## config.mk

```make
export PLATFORM = sky130hd
export DESIGN_NAME = dmem_access_unit
export DESIGN_NICKNAME = d
export VERILOG_FILES = /design/src/rtl/dmau_pkg.sv /design/src/rtl/dmau_lane_ram.sv /design/src/rtl/dmau_addr_dec.sv /design/src/rtl/dmau_merge.sv /design/src/rtl/dmem_access_unit.sv
export SDC_FILE = /design/constraint.sdc
export NUM_CORES = 2
export LEC_CHECK = 0
export CAP_MARGIN = 25
export CORE_UTILIZATION = 55
export DETAILED_ROUTE_END_ITERATION = 8
export GPL_TIMING_DRIVEN = 0
export PLACE_DENSITY_LB_ADDON = 0.12
export SETUP_SLACK_MARGIN = 0.5
export SYNTH_ARGS = -nofsm -noshare
export SYNTH_HDL_FRONTEND = slang
export SYNTH_SLANG_ARGS = --single-unit
```

## constraint.sdc

```tcl
create_clock -name clk -period 4.6 [get_ports clk]
set_input_delay 0.92 -clock clk [delete_from_list [all_inputs] [get_ports clk]]
set_output_delay 0.92 -clock clk [all_outputs]
set_load 0.05 [all_outputs]
```

## src/rtl/dmau_pkg.sv

```systemverilog
package dmau_pkg;

    typedef enum logic [1:0] {
        EXT_KEEP = 2'b00,
        EXT_ZERO = 2'b01,
        EXT_SIGN = 2'b10,
        EXT_RSVD = 2'b11
    } ext_mode_e;

    typedef enum logic [2:0] {
        ACC_IDLE     = 3'd0,
        ACC_READ     = 3'd1,
        ACC_WRITE    = 3'd2,
        ACC_RD_FAULT = 3'd3,
        ACC_WR_FAULT = 3'd4
    } acc_state_e;

    localparam int unsigned LANES = 2;
    localparam int unsigned LANE_W = 8;

endpackage

```

## src/rtl/dmau_lane_ram.sv

```systemverilog
module dmau_lane_ram #(
    parameter int unsigned DEPTH  = 256,
    parameter int unsigned DATA_W = 8,
    localparam int unsigned IDX_W = $clog2(DEPTH)
) (
    input  logic              clk,
    input  logic              we,
    input  logic              rd_en,
    input  logic [IDX_W-1:0]  idx,
    input  logic [DATA_W-1:0] wbyte,
    output logic [DATA_W-1:0] rbyte
);

    logic [DATA_W-1:0] mem [DEPTH];

    always_ff @(posedge clk) begin
        if (we) begin
            mem[idx] <= wbyte;
        end
        if (rd_en) begin
            rbyte <= mem[idx];
        end
    end

endmodule

```

## src/rtl/dmau_addr_dec.sv

```systemverilog
module dmau_addr_dec #(
    parameter int unsigned ADDR_W    = 16,
    parameter int unsigned RAM_BASE  = 32'h0800,
    parameter int unsigned RAM_WORDS = 256,
    localparam int unsigned IDX_W    = $clog2(RAM_WORDS),
    localparam int unsigned RAM_END  = RAM_BASE + 2 * RAM_WORDS
) (
    input  logic              valid,
    input  logic              write,
    input  logic              is_byte,
    input  logic              postinc,
    input  logic [ADDR_W-1:0] ea,
    output logic              misalign,
    output logic              ram_hit,
    output logic              rd_en,
    output logic [IDX_W-1:0]  idx,
    output logic [1:0]        lane_we,
    output logic [ADDR_W-1:0] ptr_next
);

    logic [31:0] ea_wide;
    logic [ADDR_W-1:0] step;

    always_comb begin
        ea_wide  = 32'(ea);
        misalign = !is_byte && ea[0];
        ram_hit  = (ea_wide >= RAM_BASE) && (ea_wide < RAM_END);
        idx      = ea[IDX_W:1];
        rd_en    = valid && !write && ram_hit;
        for (int ln = 0; ln < 2; ln++) begin
            lane_we[ln] = valid && write && ram_hit && !misalign
                          && (!is_byte || (ea[0] == ln[0]));
        end
        if (!postinc) begin
            step = '0;
        end else if (is_byte) begin
            step = ADDR_W'(1);
        end else begin
            step = ADDR_W'(2);
        end
        ptr_next = ea + step;
    end

endmodule

```

## src/rtl/dmau_merge.sv

```systemverilog
module dmau_merge
    import dmau_pkg::*;
(
    input  logic [15:0] word_in,
    input  logic        sel_hi,
    input  logic        is_byte,
    input  ext_mode_e   ext,
    input  logic [7:0]  hi_keep,
    output logic [15:0] data_out
);

    logic [7:0] pick;

    always_comb begin
        pick = sel_hi ? word_in[15:8] : word_in[7:0];
        if (!is_byte) begin
            data_out = word_in;
        end else begin
            unique case (ext)
                EXT_ZERO: data_out = {8'h00, pick};
                EXT_SIGN: data_out = {{8{pick[7]}}, pick};
                EXT_KEEP,
                EXT_RSVD: data_out = {hi_keep, pick};
                default:  data_out = {hi_keep, pick};
            endcase
        end
    end

endmodule

```

## src/rtl/dmem_access_unit.sv

```systemverilog
module dmem_access_unit
    import dmau_pkg::*;
#(
    parameter int unsigned RAM_BASE  = 32'h0800,
    parameter int unsigned RAM_WORDS = 256,
    localparam int unsigned ADDR_W   = 16,
    localparam int unsigned DATA_W   = 16,
    localparam int unsigned IDX_W    = $clog2(RAM_WORDS)
) (
    input  logic              clk,
    input  logic              rst_n,
    input  logic              req_valid,
    input  logic              req_write,
    input  logic              req_byte,
    input  logic              req_postinc,
    input  logic [1:0]        req_ext,
    input  logic [ADDR_W-1:0] req_ea,
    input  logic [DATA_W-1:0] req_wdata,
    input  logic [DATA_W-1:0] dst_old,
    output logic              acc_done,
    output logic              rd_valid,
    output logic [DATA_W-1:0] rd_data,
    output logic [ADDR_W-1:0] ptr_out,
    output logic              trap_pulse,
    output logic [ADDR_W-1:0] trap_ea,
    output logic              trap_is_write
);

    logic              misalign;
    logic              ram_hit;
    logic              rd_en;
    logic [IDX_W-1:0]  idx;
    logic [1:0]        lane_we;
    logic [ADDR_W-1:0] ptr_next;
    logic [DATA_W-1:0] lane_wdata;
    logic [DATA_W-1:0] lane_rdata;

    acc_state_e state_q, state_d;

    logic       hit_q;
    logic       sel_hi_q;
    logic       byte_q;
    ext_mode_e  ext_q;
    logic [7:0] keep_q;
    logic [DATA_W-1:0] word_seen;
    logic [DATA_W-1:0] merged;

    dmau_addr_dec #(
        .ADDR_W    (ADDR_W),
        .RAM_BASE  (RAM_BASE),
        .RAM_WORDS (RAM_WORDS)
    ) u_dec (
        .valid    (req_valid),
        .write    (req_write),
        .is_byte  (req_byte),
        .postinc  (req_postinc),
        .ea       (req_ea),
        .misalign (misalign),
        .ram_hit  (ram_hit),
        .rd_en    (rd_en),
        .idx      (idx),
        .lane_we  (lane_we),
        .ptr_next (ptr_next)
    );

    // a byte store carries its data on bits [7:0]; copy it to both lanes
    assign lane_wdata = req_byte ? {req_wdata[7:0], req_wdata[7:0]} : req_wdata;

    for (genvar ln = 0; ln < LANES; ln++) begin : g_lane
        dmau_lane_ram #(
            .DEPTH  (RAM_WORDS),
            .DATA_W (LANE_W)
        ) u_lane (
            .clk   (clk),
            .we    (lane_we[ln]),
            .rd_en (rd_en),
            .idx   (idx),
            .wbyte (lane_wdata[ln*LANE_W +: LANE_W]),
            .rbyte (lane_rdata[ln*LANE_W +: LANE_W])
        );
    end

    // next-state classification of this cycle's request
    always_comb begin
        if (!req_valid) begin
            state_d = ACC_IDLE;
        end else if (req_write) begin
            state_d = misalign ? ACC_WR_FAULT : ACC_WRITE;
        end else begin
            state_d = misalign ? ACC_RD_FAULT : ACC_READ;
        end
    end

    // state register
    always_ff @(posedge clk) begin
        if (!rst_n) begin
            state_q <= ACC_IDLE;
        end else begin
            state_q <= state_d;
        end
    end

    // access context captured with the request
    always_ff @(posedge clk) begin
        if (!rst_n) begin
            hit_q         <= 1'b0;
            sel_hi_q      <= 1'b0;
            byte_q        <= 1'b0;
            ext_q         <= EXT_KEEP;
            keep_q        <= '0;
            ptr_out       <= '0;
            trap_ea       <= '0;
            trap_is_write <= 1'b0;
        end else if (req_valid) begin
            hit_q    <= ram_hit;
            sel_hi_q <= req_ea[0];
            byte_q   <= req_byte;
            ext_q    <= ext_mode_e'(req_ext);
            keep_q   <= dst_old[15:8];
            ptr_out  <= ptr_next;
            if (misalign) begin
                trap_ea       <= req_ea;
                trap_is_write <= req_write;
            end
        end
    end

    assign word_seen = hit_q ? lane_rdata : '0;

    dmau_merge u_merge (
        .word_in  (word_seen),
        .sel_hi   (sel_hi_q),
        .is_byte  (byte_q),
        .ext      (ext_q),
        .hi_keep  (keep_q),
        .data_out (merged)
    );

    // output decode from the state
    always_comb begin
        acc_done   = 1'b0;
        rd_valid   = 1'b0;
        trap_pulse = 1'b0;
        rd_data    = '0;
        unique case (state_q)
            ACC_IDLE: begin
            end
            ACC_READ: begin
                acc_done = 1'b1;
                rd_valid = 1'b1;
                rd_data  = merged;
            end
            ACC_WRITE: begin
                acc_done = 1'b1;
            end
            ACC_RD_FAULT: begin
                acc_done   = 1'b1;
                rd_valid   = 1'b1;
                rd_data    = merged;
                trap_pulse = 1'b1;
            end
            ACC_WR_FAULT: begin
                acc_done   = 1'b1;
                trap_pulse = 1'b1;
            end
            default: begin
            end
        endcase
    end

endmodule

```

; ---- Yosys cells after proc, flatten, opt, wreduce, memory -nomap -nowiden
; Memory sizes are Yosys's and may differ from the RTL's. A register that Yosys moved wholly into a read port is not among the register bits.
; Index checks and enable logic that the tools add are counted.
[word_totals]
latchBits = 0
word_cells = 61
romBits = 0
output_inout_bits = 52
input_bits = 56
ram_bits = 4096
ff_bits = 49
n_memories = 2
[mem_list]
columns = name, depth, word_bits, rd, rd_ports_with_merged_regs, write_ports, line_no
row1 = g_lane[0].u_lane.mem, 256, 8, 1, 1, 1, dmau_lane_ram.sv:14  ; logic [DATA_W-1:0] mem [DEPTH];
row2 = g_lane[1].u_lane.mem, 256, 8, 1, 1, 1, dmau_lane_ram.sv:14
[op_classes]
n_lt_le_gt_ge = 2
add_sub_neg = 1
n_bitwise = 1
div_mod_pow = 0
muxes = 18
mul = 0
n_eq_ne = 7
n_shift = 0
n_reduce_logical = 21
[ops]
columns = operator, count
row1 = $mux 16, 4
row2 = $pmux 16 s3, 1
row3 = $add 16x16->16, 1
row4 = $ge 16x12->1 const B, 1
row5 = $lt 16x12->1 const B, 1
row6 = $logic_and 1x1->1, 9
row7 = $mux 8, 1
row8 = $mux 1, 7
row9 = $eq 3x2->1 const B, 2
row10 = $mux 2, 3
row11 = $mux 3, 2
row12 = $reduce_or 2->1, 3
row13 = $eq 2x2->1 const B, 2
row14 = $reduce_and 2->1, 2
row15 = $reduce_or 4->1, 1
row16 = $eq 3x1->1 const B, 1
row17 = $eq 3x3->1 const B, 1
row18 = $logic_not 1->1, 3
row19 = $eq 2x1->1 const B, 1
row20 = $logic_not 2->1, 1
row21 = $logic_or 1x1->1, 2
row22 = $not 1->1, 1

; ---- Longest topological paths before layout
[logic_depth]
ltp_word = 7
depth_mapped = 11
ltp_nobuf = 9

; ---- Modules after synthesis
; A second synthesis with hierarchy kept.
[unflattened]
cells_unflattened = 7426
area_unflattened_um2 = 160152.3
[modules_own_cells]
columns = module, seq_area_each_um2, area_per_inst_um2, n_inst, cells_per_inst
row1 = dmau_lane_ram, 61739.2, 78572.9, 2, 3547
row2 = dmem_access_unit, 980.9, 2205.9, 1, 228
row3 = dmau_addr_dec, 0.0, 459.2, 1, 62
row4 = dmau_merge, 0.0, 341.6, 1, 42

; ---- Least setup slack after synthesis
; Ideal clock, no wire load.
[synth_timing]
path_kind = in2reg
start = input req_byte
end = memory g_lane[1].u_lane.mem[0][0] (data pin)
arrival_time_ps = 3094
required_time_ps = 4044
n_path_buf = 1
path_slack_ps = 950
path_stages = 2
cell_sequence = clkbuf_1 -> mux2_2
[synth_between]
elab_chain_len = 1
[synth_rtl]
columns = element, line_no
row1 = "start, declared", dmem_access_unit.sv:14  ; input logic req_byte,
row2 = $mux 16, dmem_access_unit.sv:67  ; assign lane_wdata = req_byte ? {req_wdata[7:0], req_wdata[7:0]} : req_wdata;
row3 = net g_lane[1].u_lane.wbyte[0], dmau_lane_ram.sv:10  ; input logic [DATA_W-1:0] wbyte,
row4 = "end, declared", dmau_lane_ram.sv:14
; The timed path passes the listed nets, and every way through them passes these cells.

; ---- Worst setup path after layout
[layout_timing]
start = input req_ea[1]
end = register g_lane[1].u_lane.rbyte[0], read port of g_lane[1].u_lane.mem (data pin)
[layout_between]
elab_chain_len = 3
[layout_rtl]
columns = element, line_no
row1 = "start, declared", dmem_access_unit.sv:17  ; input logic [ADDR_W-1:0] req_ea,
row2 = $ge 16x12->1 or $lt 16x12->1 (tied branches), dmau_addr_dec.sv:27  ; ram_hit = (ea_wide >= RAM_BASE) && (ea_wide < RAM_END);
row3 = $logic_and 1x1->1, dmau_addr_dec.sv:27
row4 = $logic_and 1x1->1, dmau_addr_dec.sv:29  ; rd_en = valid && !write && ram_hit;
row5 = "end, declared", dmau_lane_ram.sv:11  ; output logic [DATA_W-1:0] rbyte
; Several ways; a longest one is shown, not always the timed one.
; A chain may end at the register's enable or synchronous reset.

==> out/qor.txt <==
Outcome = complete, no violations
HP Start = req_wdata[6]
Crit path launch type = input port
Switching Fraction = 0.222
Sequential fraction of design power = 0.522
Mean Syn Cell Area = 21.7 µm²
YS warnings = 0
Sequential area share after synthesis = 0.782
Crit Path Category = input port to flip-flop
Clock share of power = 0.420
Worst-path fanout max = 11
Initial antenna violation count = 55
Max_cap viols = 0
Core area = 0.288 mm²
Internal Pwr Total = 62.3 mW
Most frequent cells in the layout = edfxtp_1, mux4_2, a22oi_1
R2R setup slack = 1.22 ns
RSZ-0062 raised after global routing = true
RR Startpoint = g_lane[1].u_lane.mem[43][0]
Power per standard cell area = 436 mW/mm²
CTS tree = yes
Die area = 0.291 mm²
Routed vias/inst = 6.95
Rows = 197
Rel. slew slack = 0.147
Port buffer count = 96
DR pass1 iterations = 8
Largest net degree at the start of global routing = 143
WHS Path Cells = 1
R2R depth = 5
Hpwl dp = 345000 µm
Initial DRC Count = 14000
Hold WC Path Type = input port to flip-flop
Post-placement setup slack = -2.08 ns
Final WS setup = 0.213 ns
Yosys reg bits = 4161
First-pass GRT wire length = 683000 µm
Final Max Tran Viols = 0
Final hold slack = 0.262 ns
# DRC = 0
Num CTS Buffers = 408
Die width = 540 µm
Comb pwr share = 0.058
Syn Inst Count = 7349
Crit path arrival time = 4.90 ns
Clock skew = 0.0545 ns
Vias in the first global route = 81600
Mapped Area = 0.159 mm²
Clk_lat worst skew = 0.97 ns
Routability congestion estimate = 0.980
P_leak = 56.1 nW
P&R area growth vs syn = 15.4%
Routed len/inst = 41.4 µm
Tot GR Track Use = 0.349
Tmin final = 4.39 ns
Syn nets = 7410
Die height = 540 µm
Initial Util = 0.553
Yosys cell types = 37
# clock sinks = 4161
Worst Tran Pin Value = 1.28 ns
Fmax = 228 MHz
Final wirelength = 506000 µm
Routed Antenna Nets = 0
Final Hold Viols = 0
CTS root buf = clkbuf_16
Setup-failing EPs final = 0
Grt ovf = 0
# H-tree levels = 5
Vias = 84800
Clk buf depth = 4
Nets@finish = 8093
Worst VDD drop = 0.442 mV
Worst path required time = 5.12 ns
Hold worst-path end = g_lane[0].u_lane.mem[84][6]
Commonest non-fill, non-tap cell in the layout = edfxtp_1
R2R Path End = g_lane[1].u_lane.rbyte[0]
IO Pins = 108
Switching Power = 17.8 mW
Clk slew on worst S/H paths = 0.06 ns
CTS Hold Bufs = 0
Crit share post-route = 0.954
CP endpoint kind = flip-flop
Layout cells sized above 1 = 0.289
## repair_timing
action,in CTS,in global routing
pin swaps,17,15
setup buffers,16,1
resized for setup,451,291
setup endpoints to repair,4068,2650
## flip-flops by register name (all words and copies together) (netlist names), 2 cells and up
| signal | flops |
|---|---|
| ptr_out | 16 |
| g_lane.u_lane.mem | 4096 |
| ext_q | 2 |
| trap_ea | 16 |
| state_q | 3 |
| keep_q | 8 |
| g_lane.u_lane.rbyte | 16 |
## power groups by stage
stage	clock network, mW	registers (mW)	logic, mW
2_1_floorplan	0	42.7	2.01
3_3_place_gp	0	43.0	4.07
3_5_place_dp	0	42.6	4.40
4_1_cts	33.6	41.8	4.48
5_1_grt	35.0	41.8	4.72
6_report	33.6	41.8	4.66
## how the worst max path moves through the flow
stage	startpoint	to	slack, ns	depth (start not counted)
floorplan	req_byte	g_lane[1].u_lane.mem[0][0]	0.95	2
global placement	req_wdata[4]	g_lane[1].u_lane.mem[71][4]	-10.54	2
detailed placement	req_ea[5]	g_lane[0].u_lane.rbyte[7]	-2.08	8
CTS	req_ea[2]	g_lane[1].u_lane.rbyte[6]	0.17	9
global route	req_ea[1]	g_lane[1].u_lane.mem[84][3]	0.31	10
finish	req_ea[1]	g_lane[1].u_lane.rbyte[0]	0.21	9
## metal layers
layer  vias to the layer above  global-route usage  wire length (µm)
met2                      6256               0.500            223000
met1                     44900               0.474            179000
li1                      32500                   -                 -
met4                        16               0.196             32700
met5                         -             0.00723               327
met3                      1129               0.117             70500
## final cells by class
cell class | count | area [µm²]
Clock inverter | 249 | 2630
Buffer | 477 | 2600
Antenna cell | 56 | 140
Multi-Input combinational cell | 2702 | 34600
Timing Repair Buffer | 273 | 3850
Fill cell | 19200 | 104000
Inverter | 9 | 33.8
Tap cell | 3781 | 4730
Clock buffer | 494 | 10600
Sequential cell | 4161 | 124000
## critical path, cell delays in order
cell and delay [ns]:
clkdlybuf4s50_1 0.57, buf_12 0.25, buf_6 0.31, buf_4 0.31
mux4_2 0.52, a22oi_1 0.27, a21oi_1 0.45, o41ai_4 0.67
nand4_1 0.59
## Yosys cell counts
| master | instances | area (µm²) |
|---|---|---|
| nand2_1 | 84 | 315 |
| nor2b_1 | 11 | 68.8 |
| nor2_1 | 561 | 2110 |
| clkbuf_1 | 278 | 1040 |
| buf_6 | 7 | 78.8 |
| xnor2_1 | 9 | 78.8 |
| a21oi_1 | 281 | 1410 |
| a211oi_1 | 12 | 90.1 |
| mux2_2 | 8 | 90.1 |
| buf_1 | 61 | 229 |
| edfxtp_1 | 4112 | 123000 |
| a21o_1 | 9 | 67.6 |
| or2_2 | 1 | 6.26 |
| nor3b_2 | 1 | 12.5 |
| and3_1 | 1 | 6.26 |
| and2_1 | 5 | 31.3 |
| nor4bb_1 | 1 | 10.0 |
| a22oi_1 | 520 | 3900 |
| o21ai_0 | 3 | 15.0 |
| nand4_1 | 22 | 138 |
| nand2b_1 | 5 | 31.3 |
| dfxtp_1 | 49 | 981 |
| a311oi_1 | 2 | 17.5 |
| xor2_1 | 6 | 52.6 |
| buf_4 | 24 | 180 |
| or3_1 | 2 | 12.5 |
| mux4_2 | 1024 | 23100 |
| inv_2 | 1 | 3.75 |
| fa_1 | 1 | 20.0 |
| mux2i_1 | 15 | 150 |
| inv_1 | 8 | 30.0 |
| nand3_1 | 44 | 220 |
| nor4_1 | 4 | 25.0 |
| o41ai_1 | 64 | 561 |
| nor3_1 | 2 | 10.0 |
| buf_2 | 107 | 536 |
| ha_1 | 4 | 50.1 |
## stage by stage
stage / total power [mW] / instance area (µm²) / util / setup TNS, ns / instances
finish: 80.1 / 184000 / 0.638 / 0 / 12200
global placement: 47.1 / 165000 / 0.572 / - / 11200
detailed placement: 47.0 / 168000 / 0.583 / -5405.89 / 11400
CTS: 80.0 / 183000 / 0.634 / 0 / 12100
global route: 81.6 / 184000 / 0.638 / 0 / 12200
floorplan: 44.7 / 159000 / - / 0 / 7349
## kinds of logic (layout without fill, tap and decap cells)
group / count (synthesis) / after routing / synth area share
AO/OA/AOI/OAI: 891 / 891 / 0.0381
XOR/XNOR: 15 / 15 / 0.000826
adder cells (fa/ha/maj): 5 / 5 / 0.000440
buffers and inverters: 486 / 1502 / 0.0132
flip-flops: 4161 / 4161 / 0.782
multiplexers: 1047 / 1047 / 0.146
other: 0 / 56 / 0
AND/OR/NAND/NOR: 744 / 744 / 0.0188
Power figures use the tool's default switching activity.
